[src/rtl/vrgPkg.sv]
package vrgPkg;
  // Strobes sent from control to datapath
  typedef struct packed {
    logic load;     // capture a legal instruction, step <= 0
    logic advance;  // step <= step + 1
  } seqStrobe_t;

  typedef enum logic {
    SEQ_IDLE  = 1'b0,
    SEQ_ISSUE = 1'b1
  } seqState_t;

  localparam int MUL_CODE_W = 3;
endpackage

[src/rtl/vrgDecode.sv]
module vrgDecode #(
  parameter int IDX_W   = 5,
  parameter int MAX_LOG = 3,
  localparam int STEP_W = MAX_LOG,
  localparam int LOG_W  = $clog2(MAX_LOG + 2)
) (
  input  logic [IDX_W-1:0]                 dstIdx,
  input  logic [IDX_W-1:0]                 srcAIdx,
  input  logic [IDX_W-1:0]                 srcBIdx,
  input  logic                             widen,
  input  logic [vrgPkg::MUL_CODE_W-1:0]    mulCode,
  output logic                             badInstr,
  output logic                             wideEff,
  output logic [STEP_W-1:0]                lastStep
);
  logic isFrac, isReserved, tooWide;
  logic [LOG_W-1:0] grpLog, effLog;
  logic [STEP_W:0]  grpCnt;

  function automatic logic misaligned(input logic [IDX_W-1:0] idx,
                                      input logic [LOG_W-1:0] lg);
    logic [IDX_W-1:0] lowMask;
    lowMask = (IDX_W'(1) << lg) - IDX_W'(1);
    return |(idx & lowMask);
  endfunction

  always_comb begin
    isReserved = (mulCode == 3'b100);
    isFrac     = mulCode[2] && (mulCode[1:0] != 2'b00);
    grpLog     = (isReserved || isFrac) ? '0 : LOG_W'(mulCode[1:0]);
    wideEff    = widen && !isFrac;
    effLog     = grpLog + LOG_W'(wideEff);
    tooWide    = effLog > LOG_W'(MAX_LOG);
    badInstr   = isReserved || tooWide
              || misaligned(dstIdx, effLog)
              || misaligned(srcAIdx, effLog)
              || misaligned(srcBIdx, grpLog);
    grpCnt     = (STEP_W+1)'(1) << effLog;
    lastStep   = STEP_W'(grpCnt - (STEP_W+1)'(1));
  end
endmodule

[src/rtl/vrgCtrl.sv]
module vrgCtrl
  import vrgPkg::*;
(
  input  logic       clk,
  input  logic       rst,
  input  logic       inValid,
  input  logic       badInstr,
  input  logic       uopReady,
  input  logic       isLast,
  output logic       inReady,
  output logic       illegal,
  output logic       uopValid,
  output seqStrobe_t strobe
);
  seqState_t state, stateNext;

  always_comb begin
    inReady        = (state == SEQ_IDLE);
    uopValid       = (state == SEQ_ISSUE);
    illegal        = inValid && inReady && badInstr;
    strobe.load    = inValid && inReady && !badInstr;
    strobe.advance = uopValid && uopReady && !isLast;
    stateNext      = state;
    if (strobe.load)                       stateNext = SEQ_ISSUE;
    else if (uopValid && uopReady && isLast) stateNext = SEQ_IDLE;
  end

  always_ff @(posedge clk) begin
    if (rst) state <= SEQ_IDLE;
    else     state <= stateNext;
  end
endmodule

[src/rtl/vrgDatapath.sv]
module vrgDatapath
  import vrgPkg::*;
#(
  parameter int IDX_W   = 5,
  parameter int MAX_LOG = 3,
  localparam int STEP_W = MAX_LOG
) (
  input  logic              clk,
  input  logic              rst,
  input  seqStrobe_t        strobe,
  input  logic [IDX_W-1:0]  inDst,
  input  logic [IDX_W-1:0]  inSrcA,
  input  logic [IDX_W-1:0]  inSrcB,
  input  logic              wideEff,
  input  logic [STEP_W-1:0] lastStepIn,
  output logic [IDX_W-1:0]  uopDst,
  output logic [IDX_W-1:0]  uopSrcA,
  output logic [IDX_W-1:0]  uopSrcB,
  output logic              uopHalf,
  output logic              isLast
);
  logic [IDX_W-1:0]  baseDst, baseA, baseB;
  logic              wideQ;
  logic [STEP_W-1:0] lastQ, step;

  always_ff @(posedge clk) begin
    if (rst) begin
      baseDst <= '0;
      baseA   <= '0;
      baseB   <= '0;
      wideQ   <= 1'b0;
      lastQ   <= '0;
      step    <= '0;
    end else if (strobe.load) begin
      baseDst <= inDst;
      baseA   <= inSrcA;
      baseB   <= inSrcB;
      wideQ   <= wideEff;
      lastQ   <= lastStepIn;
      step    <= '0;
    end else if (strobe.advance) begin
      step    <= step + STEP_W'(1);
    end
  end

  always_comb begin
    uopDst  = baseDst + IDX_W'(step);
    uopSrcA = baseA + IDX_W'(step);
    uopSrcB = wideQ ? baseB + IDX_W'(step >> 1) : baseB + IDX_W'(step);
    uopHalf = wideQ && step[0];
    isLast  = (step == lastQ);
  end
endmodule

[src/rtl/vrgSeq.sv]
module vrgSeq
  import vrgPkg::*;
#(
  parameter int IDX_W   = 5,
  parameter int MAX_LOG = 3
) (
  input  logic             clk,
  input  logic             rst,
  input  logic             inValid,
  output logic             inReady,
  input  logic [IDX_W-1:0] inDst,
  input  logic [IDX_W-1:0] inSrcA,
  input  logic [IDX_W-1:0] inSrcB,
  input  logic             inWiden,
  input  logic [2:0]       inMulCode,
  output logic             illegal,
  output logic             uopValid,
  input  logic             uopReady,
  output logic [IDX_W-1:0] uopDst,
  output logic [IDX_W-1:0] uopSrcA,
  output logic [IDX_W-1:0] uopSrcB,
  output logic             uopHalf,
  output logic             uopLast
);
  localparam int STEP_W = MAX_LOG;

  seqStrobe_t        strobe;
  logic              badInstr, wideEff, isLast;
  logic [STEP_W-1:0] lastStep;

  vrgDecode #(.IDX_W(IDX_W), .MAX_LOG(MAX_LOG)) u_dec (
    .dstIdx(inDst), .srcAIdx(inSrcA), .srcBIdx(inSrcB),
    .widen(inWiden), .mulCode(inMulCode),
    .badInstr(badInstr), .wideEff(wideEff), .lastStep(lastStep)
  );

  vrgCtrl u_ctrl (
    .clk(clk), .rst(rst), .inValid(inValid), .badInstr(badInstr),
    .uopReady(uopReady), .isLast(isLast), .inReady(inReady),
    .illegal(illegal), .uopValid(uopValid), .strobe(strobe)
  );

  vrgDatapath #(.IDX_W(IDX_W), .MAX_LOG(MAX_LOG)) u_dp (
    .clk(clk), .rst(rst), .strobe(strobe),
    .inDst(inDst), .inSrcA(inSrcA), .inSrcB(inSrcB),
    .wideEff(wideEff), .lastStepIn(lastStep),
    .uopDst(uopDst), .uopSrcA(uopSrcA), .uopSrcB(uopSrcB),
    .uopHalf(uopHalf), .isLast(isLast)
  );

  assign uopLast = uopValid && isLast;
endmodule

[config.mk]
export PLATFORM = sky130hd
export DESIGN_NAME = vrgSeq
export DESIGN_NICKNAME = d
export VERILOG_FILES = /design/src/rtl/vrgPkg.sv /design/src/rtl/vrgDecode.sv /design/src/rtl/vrgCtrl.sv /design/src/rtl/vrgDatapath.sv /design/src/rtl/vrgSeq.sv
export SDC_FILE = /design/constraint.sdc
export NUM_CORES = 1
export LEC_CHECK = 0
export CORE_MARGIN = 2
export CORE_UTILIZATION = 40
export DETAILED_ROUTE_END_ITERATION = 10
export DONT_BUFFER_PORTS = 1
export PLACE_DENSITY = 0.59
export REMOVE_ABC_BUFFERS = 1
export SYNTH_ARGS = -nofsm -noshare
export SYNTH_HDL_FRONTEND = slang
export SYNTH_SLANG_ARGS = --single-unit
[constraint.sdc]
create_clock -name clk -period 2.6 [get_ports clk]
set_input_delay 0.13 -clock clk [delete_from_list [all_inputs] [get_ports clk]]
set_output_delay 0.13 -clock clk [all_outputs]
set_load 0.1 [all_outputs]
Yosys cells after proc, flatten, opt, wreduce, memory -nomap -nowiden
Index checks and enable logic that the tools add are counted.
{"block": "classes", "bitwise_logic": 4, "eq_ne": 2, "reduce_logical": 24, "addsub": 9, "mux": 4, "shift": 3, "n_lt_le_gt_ge": 1}
{"cell": "$add A5 B3 Y5", "n": 3}
{"cell": "$and A5 B5 Y5", "n": 3}
{"cell": "$reduce_or A5 Y1", "n": 3}
{"cell": "$logic_and A1 B1 Y1", "n": 10}
{"cell": "$shl A1 B3 Y5 const A", "n": 2}
{"cell": "$sub A5 B2 Y5 const B", "n": 2}
{"cell": "$add A5 B2 Y5", "n": 1}
{"cell": "$logic_or A1 B1 Y1", "n": 5}
{"cell": "$mux W5", "n": 1}
{"cell": "$reduce_bool A2 Y1", "n": 2}
{"cell": "$add A3 B1 Y3", "n": 1}
{"cell": "$add A3 B1 Y3 const B", "n": 1}
{"cell": "$eq A3 B3 Y1", "n": 1}
{"cell": "$eq A3 B3 Y1 const B", "n": 1}
{"cell": "$gt A3 B2 Y1 const B", "n": 1}
{"cell": "$logic_not A1 Y1", "n": 3}
{"cell": "$shl A1 B3 Y3 const A", "n": 1}
{"cell": "$sub A3 B1 Y3 const B", "n": 1}
{"cell": "$mux W1", "n": 2}
{"cell": "$mux W2", "n": 1}
{"cell": "$reduce_or A2 Y1", "n": 1}
{"cell": "$not A1 Y1", "n": 1}
{"block": "word_totals", "regBits": 23, "out_inout_bits": 20, "inputBits": 23, "wordCells": 54}

Logic depth before layout (Yosys ltp)
Gate-level depths: netlist of the first run.
{"block": "depth", "ltp_word": 15, "ltp_mapped": 13, "depth_no_buf": 12}

Modules after synthesis
Synthesis of the first run repeated with hierarchy kept, for this count alone.
{"block": "unflattened", "hier_cells": 161, "hier_area_um2": 1526.5}
{"module": "vrgDatapath", "area_per_inst_um2": 1246.2, "cells_per_inst": 122, "seq_area_each_um2": 440.4, "n_inst": 1}
{"module": "vrgDecode", "area_per_inst_um2": 198.9, "cells_per_inst": 29, "seq_area_each_um2": 0.0, "n_inst": 1}
{"module": "vrgCtrl", "area_per_inst_um2": 75.1, "cells_per_inst": 9, "seq_area_each_um2": 20.0, "n_inst": 1}
{"module": "vrgSeq", "area_per_inst_um2": 6.3, "cells_per_inst": 1, "seq_area_each_um2": 0.0, "n_inst": 1}

Worst setup path after synthesis of the first run
No wires, ideal clock.
{"block": "synth_path", "kind": "flip-flop to output port", "from": "register u_ctrl.state (netlist: u_ctrl.uopValid)", "to": "output port uopLast", "stages_incl_launch_ff": 3, "setup_slack_ns": -0.679, "arrival_time_ns": 3.149, "required_ns": 2.470, "n_path_buf": 0, "cell_sequence": "dfxtp_1 -> inv_1 -> nor2_1"}
{"block": "synth_between", "elab_chain_len": 1}
{"element": "start: declaration", "line_no": "vrgCtrl.sv:15", "source": "seqState_t state, stateNext;"}
{"element": "start signal: assignment", "line_no": "vrgCtrl.sv:30", "source": "else state <= stateNext;"}
{"element": "$logic_and A1 B1 Y1", "line_no": "vrgSeq.sv:51", "source": "assign uopLast = uopValid && isLast;"}
{"element": "end: declaration", "line_no": "vrgSeq.sv:23", "source": "output logic uopLast"}
Every way passes these cells.

Final worst setup path of the first run
{"block": "layout_path", "from": "register u_dp.wideQ", "to": "output port uopSrcB[4]"}
{"block": "layout_between", "elab_chain_len": 1}
{"element": "start: declaration", "line_no": "vrgDatapath.sv:23", "source": "logic wideQ;"}
{"element": "start signal: assignment", "line_no": "vrgDatapath.sv:38", "source": "wideQ <= wideEff;"}
{"element": "$mux W5", "line_no": "vrgDatapath.sv:49", "source": "uopSrcB = wideQ ? baseB + IDX_W'(step >> 1) : baseB + IDX_W'(step);"}
{"element": "end: declaration", "line_no": "vrgSeq.sv:21", "source": "output logic [IDX_W-1:0] uopSrcB,"}
Every way passes these cells.

==> results of run 1 <==
flip-flops by register name, indices dropped and copies added (netlist names):
register and count:
u_dp.baseA 5, u_dp.baseB 5, u_dp.baseDst 5, u_dp.lastQ 3
u_dp.step 3, u_ctrl.uopValid 1, u_dp.wideQ 1
cells in the mapped netlist (5+ instances only):
library cell | n | area, um^2
inv_1 | 13 | 48.8
nor2b_1 | 9 | 56.3
nand2_1 | 7 | 26.3
nand3_1 | 17 | 85.1
ha_1 | 14 | 175
nor2_1 | 9 | 33.8
a21oi_1 | 24 | 120
o21ai_0 | 14 | 70.1
dfxtp_1 | 23 | 460
o21ai_1 | 5 | 25.0
xnor2_1 | 14 | 123
kinds of logic (layout without fill, tap and decap cells):
logic type,Yosys count,after routing
AOI/OAI and AO/OA,65,65
and+or+nand+nor,50,50
DFF,23,23
buffers and inverters,21,56
adders and majority gates,17,17
xor gates and xnor gates,15,15
muxes,1,1
repair_timing:
action / in CTS / in global routing
hold endpoints to repair: 23 / 0
setup endpoints to repair: 1 / 24
hold buffers: 1 / 0
pin swaps: 1 / 2
gates resized for setup: 1 / 2
buffers inserted: 1 / 1
worst min path at each step:
stage | endpoint | slack [ns] | cells past startpoint
after CTS | u_dp.baseB[4]$_SDFFE_PP0P_ | 0.003 | 2
after floorplan | u_dp.baseA[0]$_SDFFE_PP0P_ | 0.20 | 1
after global placement | u_dp.baseB[2]$_SDFFE_PP0P_ | 0.20 | 1
after detailed placement | u_dp.baseA[0]$_SDFFE_PP0P_ | 0.20 | 1
after global routing | u_dp.baseA[0]$_SDFFE_PP0P_ | 0.007 | 2
final | u_dp.baseDst[0]$_SDFFE_PP0P_ | 0.005 | 2
metrics by stage:
| stage | setup TNS [ns] | std cells |
|---|---|---|
| 2_1_floorplan | -5.80 | 184 |
| 3_5_place_dp | -3.66 | 270 |
| 6_report | 0 | 277 |
| 5_1_grt | 0 | 277 |
| 3_3_place_gp | -1.10 | 270 |
| 4_1_cts | 0 | 276 |
layout make-up:
cell class / instances / area, um^2 / share of cell area (%)
clock inverters: 1 / 5.00 / 0.240
repair buffers: 39 / 345 / 16.6
well taps: 50 / 62.6 / 3.00
flip-flops and latches: 23 / 460 / 22.1
multi-input cells: 148 / 1120 / 53.8
inverters: 13 / 48.8 / 2.34
clock buffers: 3 / 41.3 / 1.98
cell usage in the layout (no fill, tap or decap), types with 2 or more instances in the layout:
| cell | n |
|---|---|
| inv_1 | 13 |
| nor3_1 | 3 |
| o21ai_0 | 14 |
| nor2_2 | 3 |
| a21o_1 | 4 |
| a211oi_1 | 3 |
| a21oi_1 | 24 |
| nor2b_1 | 9 |
| nor2_1 | 7 |
| ha_1 | 14 |
| nand2_1 | 7 |
| o21ai_1 | 5 |
| buf_4 | 34 |
| xnor2_2 | 9 |
| dfxtp_1 | 23 |
| buf_12 | 4 |
| fa_1 | 3 |
| clkbuf_8 | 3 |
| xnor2_1 | 5 |
| nand3_1 | 17 |
| o21a_1 | 2 |
worst register-to-register path: stages, from the launching register on:
cell and delay [ns]:
dfxtp_1 0.54, xnor2_1 0.16, a31oi_1 0.48, nand2_1 0.15, xor2_1 0.16, nor3_1 0.14
layer usage:
metal / GRT usage, % / vias up
li1: - / 760
met1: 23.8 / 675
met2: 33.4 / 47
met3: 3.50 / 2
met4: 4.85 / 0
met5: 0 / -
where the power goes:
group	switching, mW	internal, mW
sequential	0.0108	0.365
combinational	0.227	0.138
clock	0.111	0.107
total	0.350	0.610
==> implementation parameters, run 1 <==
Parameter                              Value

Clocking
  Largest buffer count on any clock path ... 2
  Clock latency at the later pin of the worst-skew pair ... 0.26 ns
  Clock transition at the register clock pins on the worst setup and hold paths after CTS ... 0.08 ns
  Clock sink count ... 23
  CTS root buffer ... clkbuf_8
  Inserted Clock Buffers ... 3
  H-tree Lvls ... 1
  TritonCTS clock tree ... built

Routing
  DRT Wirelength ... 4020 um
  Length of the first detailed-routing pass in iterations ... 4
  Remaining design rule violation count ... 0
  Number of nets still failing antenna checks after routing ... 0
  Met3 layer wire length in the routed design ... 280 um
  DR WL/cell ... 14.5 um
  Routed metal-1 wirelength ... 1670 um
  Via-to-Cell Ratio ... 5.36
  Total number of vias ... 1484
  1st-iter DRT viols ... 52
  Highest metal used ... met4
  Routed length on met2 ... 2040 um

Setup path
  Start of the worst register-to-register path ... u_dp.step[2]$_SDFFE_PP0P_
  Worst Setup SP ... u_dp.wideQ$_SDFFE_PP0P_
  CP Capture Point ... uopSrcB[4]
  Worst stage delay on the critical path ... 0.44 ns
  Bufs and invs on worst path ... 2
  Largest driver fanout on the critical path ... 6
  Register-to-register path setup slack ... 0.90 ns
  Critical path data arrival time ... 2.34 ns
  Endpoint type of the worst setup path ... primary output
  Logic depth of the worst register-to-register path ... 5
  CP delay by family, top ... flip-flops
  CP max stage cell ... dfxtp_1
  Critical Path RT ... 2.47 ns
  CP Launch Type ... register
  Worst reg2reg endpoint ... u_dp.step[2]$_SDFFE_PP0P_
  Critical setup path kind ... register to primary output
  Critical path depth in cells ... 8
  Series of cell instances along the critical path ... mux2_2 -> ha_1 -> inv_1 -> fa_1 -> nor2b_1 -> o21ai_0 -> xnor2_2 -> buf_4

Global routing
  All-Layer GR Usage ... 19.0%
  First-pass GRT wire length ... 6640 um
  Overflow left after global routing ... 0
  Largest net degree at the start of global routing ... 24
  Number of antenna violations at the first check in global routing ... 0
  Vias in the first global route ... 1476

Layout
  Number of antenna repair diodes ... 0
  Synth-to-layout area growth ... 30.0%
  # nets final ... 268
  Core utilization of the finished layout ... 52.9%
  Share of layout cells above drive strength 1 ... 27.3%
  Cell area after layout ... 0.00208 mm^2
  Filler cells ... 361

Timing
  Post-layout worst setup margin ... 0.133 ns
  Minimum period implied by the final worst setup slack ... 2.47 ns
  Upper clock frequency limit ... 405 MHz
  Worst Max-Slew Pin Slew ... 0.876 ns
  Setup repair after global routing missed its margin ... false
  Worst Hold Margin ... 0.00473 ns
  Worst-case headroom to the max-slew limit ... 41.7%
  Worst clock skew ... 0.00739 ns
  Pins over their slew limit ... 0
  Final hold violation count ... 0
  Period utilisation layout ... 94.9%
  Finish-stage setup viols ... 0

Run status
  Status ... complete, no violations

Place
  GPL Wtd Cong ... 0.887
  Worst slack after detailed placement ... -0.190 ns
  Post-detailed-placement half-perimeter wirelength ... 3320 um
  Area post-placement ... 0.00201 mm^2
  Port bufs ... 0

Synthesis
  Syn. warnings ... 0
  Simple-gate share of the synthesized area ... 16.1%
  Number of distinct library cell variants in the gate-level netlist after synthesis ... 39
  Primary flip-flop cell chosen by synthesis mapping ... dfxtp_1
  Post-Syn Instances ... 192
  Xor/xnor share of the synthesized area ... 8.19%
  Post-synthesis sequential element count ... 23
  Fraction of the mapped netlist area in adder cells ... 14.7%
  Proportion of synthesized chip area in sequential cells ... 28.7%
  Proportion of synthesized area in mux cells ... 0.702%
  Main combinational cell family by area after synthesis ... compound AO/OA/AOI/OAI gates
  Cell area after synthesis ... 0.00160 mm^2
  Share of synthesized registers carrying an async set or reset ... 0%
  Compound-Gate Fraction of Synth Area ... 25.5%
  Average footprint of a synthesized cell ... 8.35 um^2
  EDFF count, synth ... 0

Power
  Largest vdd supply drop ... 0.274 mV
  Power per cell area ... 460 mW/mm^2
  Total power ... 0.960 mW
  Leakage Power ... 0.922 nW

Floorplanning
  Initial cell density of the core ... 40.7%
  Number of top-level pins ... 43
  Width of the chip ... 67.3 um
  Number of placement rows ... 23
  Die extent in y ... 67.3 um
  Total die area ... 0.00453 mm^2
  Core Area ... 0.00394 mm^2

Worst hold path
  Hold crit path type ... primary input to register
  Worst min-delay path startpoint ... inDst[0]

Flow run
  Max capacitance violation total ... 0
Note: power is estimated with default switching activity, not from simulation.
==> run 2: changes to the inputs <==
--- a/config.mk
+++ b/config.mk
@@ -5,12 +5,13 @@
 export SDC_FILE = /design/constraint.sdc
 export NUM_CORES = 1
 export LEC_CHECK = 0
-export CORE_MARGIN = 2
+export CORE_MARGIN = 8
 export CORE_UTILIZATION = 40
 export DETAILED_ROUTE_END_ITERATION = 10
 export DONT_BUFFER_PORTS = 1
 export PLACE_DENSITY = 0.59
 export REMOVE_ABC_BUFFERS = 1
+export SETUP_SLACK_MARGIN = 0.3
 export SYNTH_ARGS = -nofsm -noshare
 export SYNTH_HDL_FRONTEND = slang
 export SYNTH_SLANG_ARGS = --single-unit
==> implementation parameters, run 2 (synthesis results as in run 1) <==
Parameter                              Value

Floorplanning
  Die extent in y ... 79.3 um
  Core Area ... 0.00394 mm^2
  Number of top-level pins ... 43
  Total die area ... 0.00629 mm^2
  Initial cell density of the core ... 40.7%
  Width of the chip ... 79.3 um
  Number of placement rows ... 23

Place
  Area post-placement ... 0.00200 mm^2
  Post-detailed-placement half-perimeter wirelength ... 3540 um
  Port bufs ... 0
  GPL Wtd Cong ... 0.850

Routing
  Via-to-Cell Ratio ... 5.53
  Routed length on met2 ... 2430 um
  DRT Wirelength ... 4720 um
  Met3 layer wire length in the routed design ... 317 um
  Routed metal-1 wirelength ... 1930 um
  DR WL/cell ... 16.7 um
  1st-iter DRT viols ... 74
  Length of the first detailed-routing pass in iterations ... 4
  Remaining design rule violation count ... 0
  Total number of vias ... 1564
  Highest metal used ... met4
  Number of nets still failing antenna checks after routing ... 0

Setup path
  Start of the worst register-to-register path ... u_dp.step[0]$_SDFFE_PP0P_
  Worst reg2reg endpoint ... u_dp.step[2]$_SDFFE_PP0P_
  Critical Path RT ... 2.47 ns
  Critical setup path kind ... primary input to primary output
  Logic depth of the worst register-to-register path ... 6
  Critical path data arrival time ... 2.25 ns
  Endpoint type of the worst setup path ... primary output
  Register-to-register path setup slack ... 1.08 ns
  Largest driver fanout on the critical path ... 4
  CP Launch Type ... primary input

Layout
  Commonest cells after routing, fill and taps aside ... buf_4 (35), a21oi_1 (23), dfxtp_1 (19)
  # nets final ... 274
  Filler cells ... 324
  Synth-to-layout area growth ... 43.8%
  Commonest non-fill, non-tap cell in the layout ... buf_4
  Biggest registers after layout ... u_dp.baseA (5), u_dp.baseB (5), u_dp.baseDst (5)
  Share of layout cells above drive strength 1 ... 39.1%
  Flip-flop and latch area ... 468 um^2
  Number of antenna repair diodes ... 0
  Combined area of the multi-input logic cells ... 0.00126 mm^2
  Cell area after layout ... 0.00231 mm^2

Power
  Power per cell area ... 457 mW/mm^2
  Largest vdd supply drop ... 0.228 mV
  Total power ... 1.05 mW
  Leakage Power ... 0.981 nW

Global routing
  Vias in the first global route ... 1560
  First-pass GRT wire length ... 7250 um
  All-Layer GR Usage ... 14.2%
  Number of antenna violations at the first check in global routing ... 0
  Largest net degree at the start of global routing ... 24
  Overflow left after global routing ... 0

Clocking
  CTS root buffer ... clkbuf_8
  Clock latency at the later pin of the worst-skew pair ... 0.26 ns
  H-tree Lvls ... 1
  Clock sink count ... 23
  TritonCTS clock tree ... built
  Clock transition at the register clock pins on the worst setup and hold paths after CTS ... 0.08 ns
  Inserted Clock Buffers ... 3
  Largest buffer count on any clock path ... 2

Timing
  Worst clock skew ... 0.00294 ns
  Minimum period implied by the final worst setup slack ... 2.38 ns
  Period utilisation layout ... 91.5%
  Worst Max-Slew Pin Slew ... 0.886 ns
  Setup repair after global routing missed its margin ... true
  Final hold violation count ... 0
  Upper clock frequency limit ... 420 MHz
  Worst Hold Margin ... 0.00896 ns
  Pins over their slew limit ... 0
  Finish-stage setup viols ... 0
  Worst-case headroom to the max-slew limit ... 41.0%

Worst hold path
  Hold crit path type ... primary input to register
  Worst Hold Depth ... 2
  Worst min-delay path startpoint ... inDst[2]
  Min-Delay Endpoint ... u_dp.baseDst[2]$_SDFFE_PP0P_

Flow run
  Max capacitance violation total ... 0

Run status
  Status ... complete, no violations
==> run 2: cell count changes in the layout (fill, tap and decap cells not counted), moves of 2 or more <==
cell and change:
buf_6 +2, dfxtp_1 -4, dfxtp_2 +3, ha_1 -3, ha_4 +3, inv_1 -2
inv_2 +2, nor2_4 +2, o21ai_0 -12, o21ai_1 +5, o21ai_2 +7
==> run 2: critical path: stages <==
cell and delay (ns):
or2_4 0.24, a21boi_4 0.18, ha_4 0.18, ha_4 0.22, nor2_2 0.12, nand2_2 0.09
ha_4 0.27, o21ba_4 0.15, nor2_4 0.13, o2111ai_4 0.12, o21a_1 0.24, buf_12 0.17
==> run 2: repair_timing <==
item                                   in CTS  in global routing
setup endpoints to repair                  28                 27
resized for setup                          20                 32
endpoints found under the hold margin      23                  1
buffers inserted                            4                  3
hold buffers                                1                  1
pin swaps                                   9                  6
gates cloned                                0                  1
==> run 2: how the worst max path moves through the flow <==
stage | startpoint | endpoint | depth (start not counted)
after global routing | inMulCode[0] | illegal | 12
after detailed placement | inMulCode[0] | u_dp.baseDst[4]$_SDFFE_PP0P_ | 13
final | inMulCode[0] | illegal | 12
after global placement | inMulCode[0] | u_dp.baseA[1]$_SDFFE_PP0P_ | 13
after floorplan | u_ctrl.uopValid$_SDFFE_PP0P_ | uopLast | 2
after CTS | inMulCode[0] | illegal | 12
==> run 2: per-stage QoR <==
| step | util (%) | instances | setup TNS (ns) | setup WS [ns] |
|---|---|---|---|---|
| after global routing | 58.5 | 283 | 0 | 0.164 |
| after global placement | 50.7 | 269 | -2.01 | -0.119 |
| after detailed placement | 50.7 | 269 | -4.49 | -0.234 |
| final | 58.5 | 283 | 0 | 0.220 |
| after floorplan | - | 184 | -5.80 | -0.679 |
| after CTS | 54.8 | 278 | 0 | 0.247 |
==> run 2: area by class of cell <==
cell class | instances | area share [%]
clock buffers | 4 | 1.95
inverters | 13 | 2.12
multi-input cells | 148 | 54.5
flip-flops and latches | 23 | 20.3
well taps | 50 | 2.71
repair buffers | 45 | 18.4
==> run 2: per-layer routing <==
| layer | vias up | GRT usage (%) |
|---|---|---|
| li1 | 769 | - |
| met1 | 746 | 16.2 |
| met2 | 47 | 25.4 |
| met3 | 2 | 3.05 |
| met4 | 0 | 5.00 |
| met5 | - | 0 |
==> run 2: where the power goes <==
part           switching (mW)  total [mW]  leakage [nW]  internal (mW)
Combinational           0.265       0.452         0.770          0.186
Sequential             0.0121       0.376         0.188          0.364
Clock                   0.116       0.225        0.0228          0.109
==> run 3: changes to the inputs <==
--- a/config.mk
+++ b/config.mk
@@ -9,7 +9,7 @@
 export CORE_UTILIZATION = 40
 export DETAILED_ROUTE_END_ITERATION = 10
 export DONT_BUFFER_PORTS = 1
-export PLACE_DENSITY = 0.59
+export PLACE_DENSITY_LB_ADDON = 0.2
 export REMOVE_ABC_BUFFERS = 1
 export SETUP_SLACK_MARGIN = 0.3
 export SYNTH_ARGS = -nofsm -noshare
==> implementation parameters, run 3 (synthesis results as in run 1) <==
Parameter                              Value

Clocking
  Largest buffer count on any clock path ... 2
  Clock latency at the later pin of the worst-skew pair ... 0.26 ns
  Inserted Clock Buffers ... 3
  TritonCTS clock tree ... built
  Clock transition at the register clock pins on the worst setup and hold paths after CTS ... 0.08 ns
  CTS root buffer ... clkbuf_8
  H-tree Lvls ... 1
  Clock sink count ... 23

Timing
  Period utilisation layout ... 92.2%
  Upper clock frequency limit ... 417 MHz
  Post-layout worst setup margin ... 0.203 ns
  Final hold violation count ... 0
  Finish-stage setup viols ... 0
  Pins over their slew limit ... 0
  Worst clock skew ... 0.00233 ns
  Setup repair after global routing missed its margin ... true
  Setup TNS ... 0 ns
  Minimum period implied by the final worst setup slack ... 2.40 ns
  Worst-case headroom to the max-slew limit ... 39.5%
  Worst Max-Slew Pin Slew ... 0.904 ns

Layout
  Biggest registers after layout ... u_dp.baseA (5), u_dp.baseB (5), u_dp.baseDst (5)
  Synth-to-layout area growth ... 47.6%
  Final standard cell count with taps included and fillers excluded ... 291
  Commonest non-fill, non-tap cell in the layout ... buf_4
  # nets final ... 282
  Number of antenna repair diodes ... 0
  Share of layout cells above drive strength 1 ... 42.3%
  Commonest cells after routing, fill and taps aside ... buf_4 (42), a21oi_1 (20), dfxtp_1 (20)

Routing
  DR WL/cell ... 16.4 um
  DRT Wirelength ... 4780 um
  Total number of vias ... 1574
  Length of the first detailed-routing pass in iterations ... 6
  1st-iter DRT viols ... 87
  Number of nets still failing antenna checks after routing ... 0
  Via-to-Cell Ratio ... 5.41
  Remaining design rule violation count ... 0

Flow run
  Max capacitance violation total ... 0

Floorplanning
  Die extent in y ... 79.3 um
  Initial cell density of the core ... 40.7%
  Core Area ... 0.00394 mm^2
  Total die area ... 0.00629 mm^2
  Number of top-level pins ... 43
  Number of placement rows ... 23
  Width of the chip ... 79.3 um

Setup path
  Critical setup path kind ... primary input to primary output
  Critical Path RT ... 2.47 ns
  Critical path data arrival time ... 2.27 ns
  Largest driver fanout on the critical path ... 4
  Endpoint type of the worst setup path ... primary output
  CP Launch Type ... primary input

Run status
  Status ... complete, no violations

Global routing
  Number of antenna violations at the first check in global routing ... 0
  All-Layer GR Usage ... 15.5%
  Overflow left after global routing ... 0
  Largest net degree at the start of global routing ... 24
  Vias in the first global route ... 1670
  First-pass GRT wire length ... 7910 um

Place
  Worst slack after detailed placement ... -0.285 ns
  Port bufs ... 0
  GPL Wtd Cong ... 0.849
  Post-detailed-placement half-perimeter wirelength ... 3670 um
  DP Cell Count ... 271

Power
  Power per cell area ... 446 mW/mm^2
  Leakage Power ... 1.02 nW
  Total power ... 1.06 mW
  Largest vdd supply drop ... 0.237 mV

Worst hold path
  Hold crit path type ... primary input to register
run 3: changes by cell type in the layout (fill, tap and decap cells not counted), sizes merged:
cell,previous run,this run
clkbuf,5,3
buf,42,52
dlygate4sd3,2,1
clkinv,0,1
run 3: report_power, final:
part	switching, mW	internal (mW)
registers	0.0131	0.365
clock network	0.115	0.107
logic	0.268	0.189
total	0.396	0.660
run 3: timing repair:
| action | 4_1_cts | 5_1_grt |
|---|---|---|
| setup endpoints to repair | 26 | 27 |
| gates resized for setup | 20 | 39 |
| hold buffers | 1 | 0 |
| pin swaps | 9 | 11 |
| setup buffers | 15 | 0 |
| endpoints found under the hold margin | 23 | 0 |
run 3: area by class of cell:
class	instances	area, um^2
clock inverter	1	5.00
multi-input combinational	148	1260
fill	319	1580
sequential	23	467
clock buffer	3	41.3
timing repair buffer	53	480
tap	50	62.6
inverter	13	48.8
run 3: critical path, cell delays in order:
cell	delay, ns
or2_4	0.23
a21boi_2	0.14
ha_2	0.23
ha_4	0.23
nor3_4	0.15
inv_2	0.07
ha_4	0.27
o21ba_4	0.15
nor2_4	0.11
o2111ai_2	0.13
o21a_1	0.24
buf_12	0.17
run 3: path summary, 6_finish.rpt:
| path | cells past startpoint | endpoint | startpoint | slack (ns) |
|---|---|---|---|---|
| setup / recovery | 12 | illegal | inMulCode[1] | 0.20 |
| hold / removal | 2 | u_dp.baseA[0]$_SDFFE_PP0P_ | inSrcA[0] | 0.008 |
| setup reg to reg | 6 | u_dp.step[2]$_SDFFE_PP0P_ | u_dp.step[1]$_SDFFE_PP0P_ | 1.00 |
| hold reg to reg | 2 | u_dp.baseDst[0]$_SDFFE_PP0P_ | u_dp.baseDst[0]$_SDFFE_PP0P_ | 0.48 |
run 3: metrics by stage:
step	instance area, um^2	util, %	hold WS [ns]
floorplan	1550	-	0.199
global placement	2000	50.8	0.204
detailed placement	2000	50.8	0.204
CTS	2250	57.0	0.00254
global route	2370	60.0	0.00818
finish	2370	60.0	0.00821
run 3: routing by layer:
metal / track usage, % / vias up / part of all wire (%)
met4: 5.56 / 0 / 1.4
met1: 17.4 / 753 / 40
li1: - / 780 / -
met2: 27.7 / 36 / 53
met3: 3.95 / 5 / 5.5
met5: 0 / - / 0
